==> config.mk <==
export PLATFORM = sky130hd
export DESIGN_NAME = adc_conv_seq
export DESIGN_NICKNAME = d
export VERILOG_FILES = /design/src/rtl/adcseq_pkg.sv /design/src/rtl/adcseq_src_decode.sv /design/src/rtl/adcseq_tick_gen.sv /design/src/rtl/adcseq_start_detect.sv /design/src/rtl/adcseq_sar.sv /design/src/rtl/adc_conv_seq.sv
export SDC_FILE = /design/constraint.sdc
export NUM_CORES = 1
export LEC_CHECK = 0
export CAP_MARGIN = 5
export CORE_MARGIN = 8
export CORE_UTILIZATION = 41
export DETAILED_ROUTE_END_ITERATION = 8
export PLACE_DENSITY = 0.73
export SYNTH_ARGS = -nofsm -noshare
export SYNTH_HDL_FRONTEND = slang
export SYNTH_SLANG_ARGS = --single-unit
==> constraint.sdc <==
create_clock -name clk -period 8.53 [get_ports clk]
set_input_delay 2.559 -clock clk [delete_from_list [all_inputs] [get_ports clk]]
set_output_delay 2.559 -clock clk [all_outputs]
set_load 0.01 [all_outputs]
==> src/rtl/adcseq_pkg.sv <==
package adcseq_pkg;

    localparam int SRC_W     = 4;
    localparam int CHAN_W    = 4;
    localparam int INT_SRC_N = 9;

    localparam int IDX_SUP_1  = 0;
    localparam int IDX_SUP_2  = 1;
    localparam int IDX_SUP_4  = 2;
    localparam int IDX_AMP_1  = 3;
    localparam int IDX_AMP_2  = 4;
    localparam int IDX_AMP_4  = 5;
    localparam int IDX_OPA_0  = 6;
    localparam int IDX_OPA_1  = 7;
    localparam int IDX_GROUND = 8;

    typedef enum logic [1:0] {
        PH_IDLE   = 2'd0,
        PH_SAMPLE = 2'd1,
        PH_TRIAL  = 2'd2
    } phase_e;

    typedef struct packed {
        logic                 is_internal;
        logic [INT_SRC_N-1:0] onehot;
    } src_decode_t;

    function automatic src_decode_t decode_source(input logic [SRC_W-1:0] code);
        src_decode_t d;
        d.is_internal = 1'b1;
        d.onehot      = '0;
        case (code)
            4'b0001: d.onehot[IDX_SUP_1]  = 1'b1;
            4'b0010: d.onehot[IDX_SUP_2]  = 1'b1;
            4'b0011: d.onehot[IDX_SUP_4]  = 1'b1;
            4'b0101: d.onehot[IDX_AMP_1]  = 1'b1;
            4'b0110: d.onehot[IDX_AMP_2]  = 1'b1;
            4'b0111: d.onehot[IDX_AMP_4]  = 1'b1;
            4'b1000: d.onehot[IDX_OPA_0]  = 1'b1;
            4'b1001: d.onehot[IDX_OPA_1]  = 1'b1;
            4'b1010,
            4'b1011: d.onehot[IDX_GROUND] = 1'b1;
            default: d.is_internal = 1'b0;
        endcase
        return d;
    endfunction

endpackage

==> src/rtl/adcseq_src_decode.sv <==
module adcseq_src_decode
    import adcseq_pkg::*;
#(
    parameter int NUM_EXT = 6
) (
    input  logic [SRC_W-1:0]     src_sel,
    input  logic [CHAN_W-1:0]    chan_sel,
    output logic [NUM_EXT-1:0]   ext_en,
    output logic [INT_SRC_N-1:0] int_src_en
);
    src_decode_t dec;

    always_comb dec = decode_source(src_sel);

    assign int_src_en = dec.onehot;

    for (genvar g = 0; g < NUM_EXT; g++) begin : g_ext
        assign ext_en[g] = !dec.is_internal && (chan_sel == CHAN_W'(g));
    end

    always_comb begin
        assert_ext_onehot_R1: assert ($onehot0(ext_en));
        if (|int_src_en) begin
            assert_int_isolates_ext_R2: assert (ext_en == '0);
        end
    end
endmodule

==> src/rtl/adcseq_tick_gen.sv <==
module adcseq_tick_gen #(
    parameter int DIV_W = 3
) (
    input  logic             clk,
    input  logic             rst,
    input  logic             run,
    input  logic [DIV_W-1:0] div_sel,
    output logic             tick
);
    localparam int CNT_W = (1 << DIV_W) - 1;

    logic [CNT_W-1:0] cnt_q;
    logic [CNT_W:0]   span;
    logic [CNT_W-1:0] terminal;

    always_comb begin
        span     = (CNT_W + 1)'(1) << div_sel;
        terminal = CNT_W'(span - (CNT_W + 1)'(1));
    end

    assign tick = run && (cnt_q == terminal);

    always_ff @(posedge clk) begin
        if (rst || !run || tick) cnt_q <= '0;
        else                     cnt_q <= cnt_q + CNT_W'(1);
    end

    assert_tick_needs_run_R4: assert property (@(posedge clk) disable iff (rst)
        !run |=> (cnt_q == '0));
endmodule

==> src/rtl/adcseq_start_detect.sv <==
module adcseq_start_detect (
    input  logic clk,
    input  logic rst,
    input  logic start_bit,
    input  logic busy,
    output logic trig
);
    logic start_q;
    logic armed_q;

    assign trig = armed_q && start_q && !start_bit && !busy;

    always_ff @(posedge clk) begin
        if (rst) begin
            start_q <= 1'b0;
            armed_q <= 1'b0;
        end else begin
            start_q <= start_bit;
            if (busy || trig)                     armed_q <= 1'b0;
            else if (start_bit && !start_q)       armed_q <= 1'b1;
        end
    end

    assert_no_trig_busy_R7: assert property (@(posedge clk) disable iff (rst)
        busy |-> !trig);
endmodule

==> src/rtl/adcseq_sar.sv <==
module adcseq_sar
    import adcseq_pkg::*;
#(
    parameter int RES_BITS     = 12,
    parameter int SAMPLE_TICKS = 2
) (
    input  logic                clk,
    input  logic                rst,
    input  logic                trig,
    input  logic                tick,
    input  logic                cmp_in,
    output logic                busy,
    output logic                sample_en,
    output logic [RES_BITS-1:0] dac_code,
    output logic [RES_BITS-1:0] result,
    output logic                done
);
    localparam int BIT_W = (RES_BITS > 1) ? $clog2(RES_BITS) : 1;
    localparam int SMP_W = $clog2(SAMPLE_TICKS + 1);
    localparam logic [BIT_W-1:0] TOP_BIT  = BIT_W'(RES_BITS - 1);
    localparam logic [SMP_W-1:0] SMP_LAST = SMP_W'(SAMPLE_TICKS - 1);

    phase_e              phase_q;
    logic [SMP_W-1:0]    smp_cnt_q;
    logic [BIT_W-1:0]    bit_q;
    logic [RES_BITS-1:0] work_q;
    logic [RES_BITS-1:0] result_q;
    logic [RES_BITS-1:0] trial;
    logic [RES_BITS-1:0] kept;

    always_comb begin
        trial = work_q | (RES_BITS'(1) << bit_q);
        kept  = cmp_in ? trial : work_q;
    end

    assign busy      = (phase_q != PH_IDLE);
    assign sample_en = (phase_q == PH_SAMPLE);
    assign dac_code  = (phase_q == PH_TRIAL) ? trial : '0;
    assign done      = (phase_q == PH_TRIAL) && tick && (bit_q == '0);
    assign result    = result_q;

    always_ff @(posedge clk) begin
        if (rst) begin
            phase_q   <= PH_IDLE;
            smp_cnt_q <= '0;
            bit_q     <= '0;
            work_q    <= '0;
            result_q  <= '0;
        end else begin
            case (phase_q)
                PH_IDLE: begin
                    if (trig) begin
                        phase_q   <= PH_SAMPLE;
                        smp_cnt_q <= '0;
                        work_q    <= '0;
                        bit_q     <= '0;
                    end
                end
                PH_SAMPLE: begin
                    if (tick) begin
                        if (smp_cnt_q == SMP_LAST) begin
                            phase_q <= PH_TRIAL;
                            bit_q   <= TOP_BIT;
                        end else begin
                            smp_cnt_q <= smp_cnt_q + SMP_W'(1);
                        end
                    end
                end
                PH_TRIAL: begin
                    if (tick) begin
                        work_q <= kept;
                        if (bit_q == '0) begin
                            phase_q  <= PH_IDLE;
                            result_q <= kept;
                        end else begin
                            bit_q <= bit_q - BIT_W'(1);
                        end
                    end
                end
                default: phase_q <= PH_IDLE;
            endcase
        end
    end

    assert_msb_first_R5: assert property (@(posedge clk) disable iff (rst)
        (phase_q == PH_TRIAL && $past(phase_q) == PH_SAMPLE)
            |-> dac_code == (RES_BITS'(1) << (RES_BITS - 1)));

    assert_result_hold_R6: assert property (@(posedge clk) disable iff (rst)
        (phase_q == PH_SAMPLE) |=> $stable(result_q));

    assert_idle_stays_R3: assert property (@(posedge clk) disable iff (rst)
        (phase_q == PH_IDLE && !trig) |=> (phase_q == PH_IDLE));
endmodule

==> src/rtl/adc_conv_seq.sv <==
module adc_conv_seq
    import adcseq_pkg::*;
#(
    parameter int RES_BITS     = 12,
    parameter int NUM_EXT      = 6,
    parameter int SAMPLE_TICKS = 2,
    parameter int DIV_W        = 3
) (
    input  logic                 clk,
    input  logic                 rst,
    input  logic [SRC_W-1:0]     src_sel,
    input  logic [CHAN_W-1:0]    chan_sel,
    input  logic [DIV_W-1:0]     div_sel,
    input  logic                 start_bit,
    input  logic                 int_en,
    input  logic                 irq_clr,
    input  logic                 cmp_in,
    output logic [NUM_EXT-1:0]   ext_en,
    output logic [INT_SRC_N-1:0] int_src_en,
    output logic [RES_BITS-1:0]  dac_code,
    output logic                 sample_en,
    output logic                 busy,
    output logic [RES_BITS-1:0]  result,
    output logic                 irq_flag,
    output logic                 irq_out
);
    logic trig;
    logic tick;
    logic done;
    logic flag_q;

    adcseq_src_decode #(.NUM_EXT(NUM_EXT)) u_decode (
        .src_sel    (src_sel),
        .chan_sel   (chan_sel),
        .ext_en     (ext_en),
        .int_src_en (int_src_en)
    );

    adcseq_start_detect u_start (
        .clk       (clk),
        .rst       (rst),
        .start_bit (start_bit),
        .busy      (busy),
        .trig      (trig)
    );

    adcseq_tick_gen #(.DIV_W(DIV_W)) u_tick (
        .clk     (clk),
        .rst     (rst),
        .run     (busy),
        .div_sel (div_sel),
        .tick    (tick)
    );

    adcseq_sar #(
        .RES_BITS     (RES_BITS),
        .SAMPLE_TICKS (SAMPLE_TICKS)
    ) u_sar (
        .clk       (clk),
        .rst       (rst),
        .trig      (trig),
        .tick      (tick),
        .cmp_in    (cmp_in),
        .busy      (busy),
        .sample_en (sample_en),
        .dac_code  (dac_code),
        .result    (result),
        .done      (done)
    );

    always_ff @(posedge clk) begin
        if (rst)          flag_q <= 1'b0;
        else if (done)    flag_q <= 1'b1;
        else if (irq_clr) flag_q <= 1'b0;
    end

    assign irq_flag = flag_q;
    assign irq_out  = flag_q && int_en;

    assert_set_wins_R8: assert property (@(posedge clk) disable iff (rst)
        (done && irq_clr) |=> irq_flag);

    assert_done_ends_busy_R4: assert property (@(posedge clk) disable iff (rst)
        done |=> !busy);

    assert_flag_holds_R8: assert property (@(posedge clk) disable iff (rst)
        (irq_flag && !irq_clr) |=> irq_flag);
endmodule

==> summary.md <==
| Metric | Value |
|---|---|
| Post-synth EDFFs | `0` |
| Seq/Total Area, Yosys | `33.8%` |
| Register bit total from synthesis | `42` |
| Max IR drop VDD | `0.000150 V` |
| PD cells | `171 nW/um2` |
| # clock sinks | `42` |
| Commonest cells post-synth | `dfxtp_1, a21oi_1, nor2_1, clkbuf_1` |
| Worst hold path class | `register to register` |
| Sw frac | `30.1%` |
| Sequential power share | `37.6%` |
| Setup repair after global routing missed its margin | `false` |
| Most used cell, CP | `clkdlybuf4s50_1` |
| Synthesized area | `2490 um2` |
| Max H-tree Level | `2` |
| Hold path endpoint | `u_sar.work_q[6]$_SDFFE_PP0P_` |
| Slew @ Worst Pin | `0.848 ns` |
| Crit start category | `input port` |
| Post-Syn Nets | `336` |
| Max stage delay on crit path | `0.59 ns` |
| CTS Hold Buffers Added | `0` |
| Path type of the worst setup path | `input port to output pin` |
| Max Root-Sink Buffers | `2` |
| Hold Startpoint | `u_sar.work_q[6]$_SDFFE_PP0P_` |
| CP max FO | `5` |
| Antenna diode instance count | `0` |
| I/O Buffers | `59` |
| Most frequent cell after synthesis | `dfxtp_1` |
| # setup viols final | `0` |
| Root buffer cell | `clkbuf_8` |
| DP Wirelength | `4430 um` |
| Final Hold Vio Count | `0` |
| Core Area | `5890 um2` |
| I/O Pins | `60` |
| Syn Area/Cell | `8.07 um2` |
| YS warnings | `0` |
| Synth area leader | `dfxtp_1` |
| Initial antenna violation count | `0` |
| Max_slew headroom | `43.5%` |
| Clock-pin slew on the worst setup and hold paths | `0.07 ns` |
| Minimum clock period | `7.02 ns` |
| Final wirelength | `6270 um` |
| First drt pass iteration count | `4` |
| GP Congestion | `0.804` |
| Net total in the final layout | `380` |
| Cell count after synthesis | `308` |
| Via/cell ratio | `5.58` |
| Ys flop type | `dfxtp_1` |
| Area occupied by multi-input gates | `1510 um2` |
| DRC errors left | `0` |
| Initial core utilization | `42.2%` |
| Num CTS Buffers | `5` |
| Core Util, Final | `54.8%` |
| Grt total ovfl | `0` |
| Clk_skew | `0.0133 ns` |
| Vias | `2388` |
| Main area contributors after synthesis | `dfxtp_1, a21oi_1, ha_1` |
| Die H | `93.9 um` |
| Period utilization | `82.3%` |
| Worst-Skew Late Latency | `0.30 ns` |
| Max Cap Viol | `0` |
| First-pass GRT wire length | `10200 um` |
| R2r endpoint | `u_sar.result[6]$_SDFFE_PP0P_` |
| Int Power | `386 uW` |
| Hold path depth | `2` |
| Outcome | `completed` |
| Switching Power | `166 uW` |
| Gates resized, CTS repair | `0` |
| Full die area | `8810 um2` |
| Critical-path cell list | `clkdlybuf4s50_1 -> nor3_1 -> a21oi_1 -> or2_2 -> nor4b_1 -> clkdlybuf4s50_1` |
| Number of global-route vias before repair | `2237` |
| Largest net degree at the start of global routing | `39` |
| Die extent in x | `93.9 um` |
| Synth unique cells | `49` |
| Initial drt markers | `116` |
| Fmax | `142 MHz` |
| Final max-slew violation count | `0` |
| Slowest stage cell, crit path | `clkdlybuf4s50_1` |
| Routed length per instance | `14.6 um` |
| # Post-CTS Setup Buffers | `0` |
| Top-area cell type share of the netlist area | `33.8%` |
| Worst R2R Start | `u_sar.bit_q[2]$_SDFFE_PP0P_` |
| Final ANT Viol Nets | `0` |
| Fraction of layout cells with a size suffix above 1 | `5.10%` |
| P_leak | `0.00107 uW` |
| Worst setup EP type | `output pin` |
| Reg2Reg Depth | `5` |
| Area delta synth->final | `29.6%` |
| Clock Power Share | `35.3%` |
| Reg-to-reg setup timing slack | `5.49 ns` |
| Comb pwr share | `27.1%` |
| Worst EP required | `5.97 ns` |
| Setup TNS | `0 ns` |
| Critical Path AT | `4.46 ns` |
| Worst setup margin | `1.51 ns` |
| Total Routing Usage GR | `13.8%` |
| TritonCTS clock tree | `built` |
| Post-place setup slack | `1.52 ns` |
| Filler Cells Inserted | `573` |
| Register area | `841 um2` |
| # rows | `28` |
| Async set or reset register ratio after synthesis | `0%` |
==> routing by layer <==
metal  wire length, um  global-route usage [%]  vias up
met5                 0                       0        -
met4                48                    4.23        0
met3               411                    3.60        5
met2              2890                    23.1       62
met1              2920                    16.9     1134
li1                  -                       -     1187
==> layout by cell type, fill, tap and decap left out, types with 6 or more instances in the layout <==
cell type / count
clkdlybuf4s50_1: 59
dfxtp_1: 42
a21oi_1: 34
nor2_1: 29
nor2b_1: 16
nor3_1: 16
nand2_1: 15
nand2b_1: 13
inv_1: 11
ha_1: 11
xnor2_1: 7
nand4_1: 7
a311oi_1: 7
and3_1: 6
nand3_1: 6
o21ai_0: 6
clkbuf_8: 6
==> kinds of logic after synthesis <==
family | Yosys count | synth area share (%)
muxes | 4 | 1.61
xor gates and xnor gates | 10 | 3.52
AOI/OAI and AO/OA | 71 | 19.6
and+or+nand+nor | 136 | 30.3
DFF | 42 | 33.8
buffers and inverters | 34 | 5.59
adders and majority gates | 11 | 5.54
==> sequential cells by signal, indices dropped and copies added (netlist names) <==
name             flops
u_sar.bit_q          4
u_sar.phase_q        2
u_sar.smp_cnt_q      2
u_start.start_q      1
u_sar.result        12
u_tick.cnt_q         7
u_start.armed_q      1
u_sar.work_q        12
irq_flag             1
==> how the worst max path moves through the flow <==
stage,startpoint,endpoint
finish,src_sel[1],ext_en[2]
global route,src_sel[1],ext_en[2]
CTS,src_sel[1],ext_en[2]
detailed placement,src_sel[1],ext_en[2]
global placement,src_sel[1],ext_en[2]
floorplan,src_sel[1],ext_en[2]
==> worst max-delay path, delay by kind of cell <==
family / cells / cell delay, ns
AND/OR/NAND/NOR: 3 / 0.78
AO/OA/AOI/OAI: 1 / 0.05
buffers and inverters: 2 / 1.07
==> stage by stage <==
step / power [uW] / hold slack [ns] / cells / instance area, um2
detailed placement: 361 / 0.460 / 420 / 3080
floorplan: 313 / 0.444 / 308 / 2490
finish: 552 / 0.470 / 428 / 3220
global route: 576 / 0.495 / 428 / 3220
global placement: 359 / 0.455 / 420 / 3080
CTS: 556 / 0.470 / 428 / 3220
==> layout make-up <==
cell class / count / area share, %
tap: 75 / 2.91
timing repair buffer: 60 / 18.6
sequential: 42 / 26.1
clock buffer: 6 / 2.56
clock inverter: 2 / 1.86
multi-input combinational: 232 / 46.7
inverter: 11 / 1.28
==> power groups by stage <==
stage | clock network [uW] | logic (uW) | registers [uW]
after detailed placement | 0 | 149 | 212
after floorplan | 0 | 103 | 211
after CTS | 198 | 150 | 207
after global placement | 0 | 147 | 212
after global routing | 205 | 163 | 208
final | 195 | 149 | 207
Note: power is estimated with default switching activity, not from simulation.
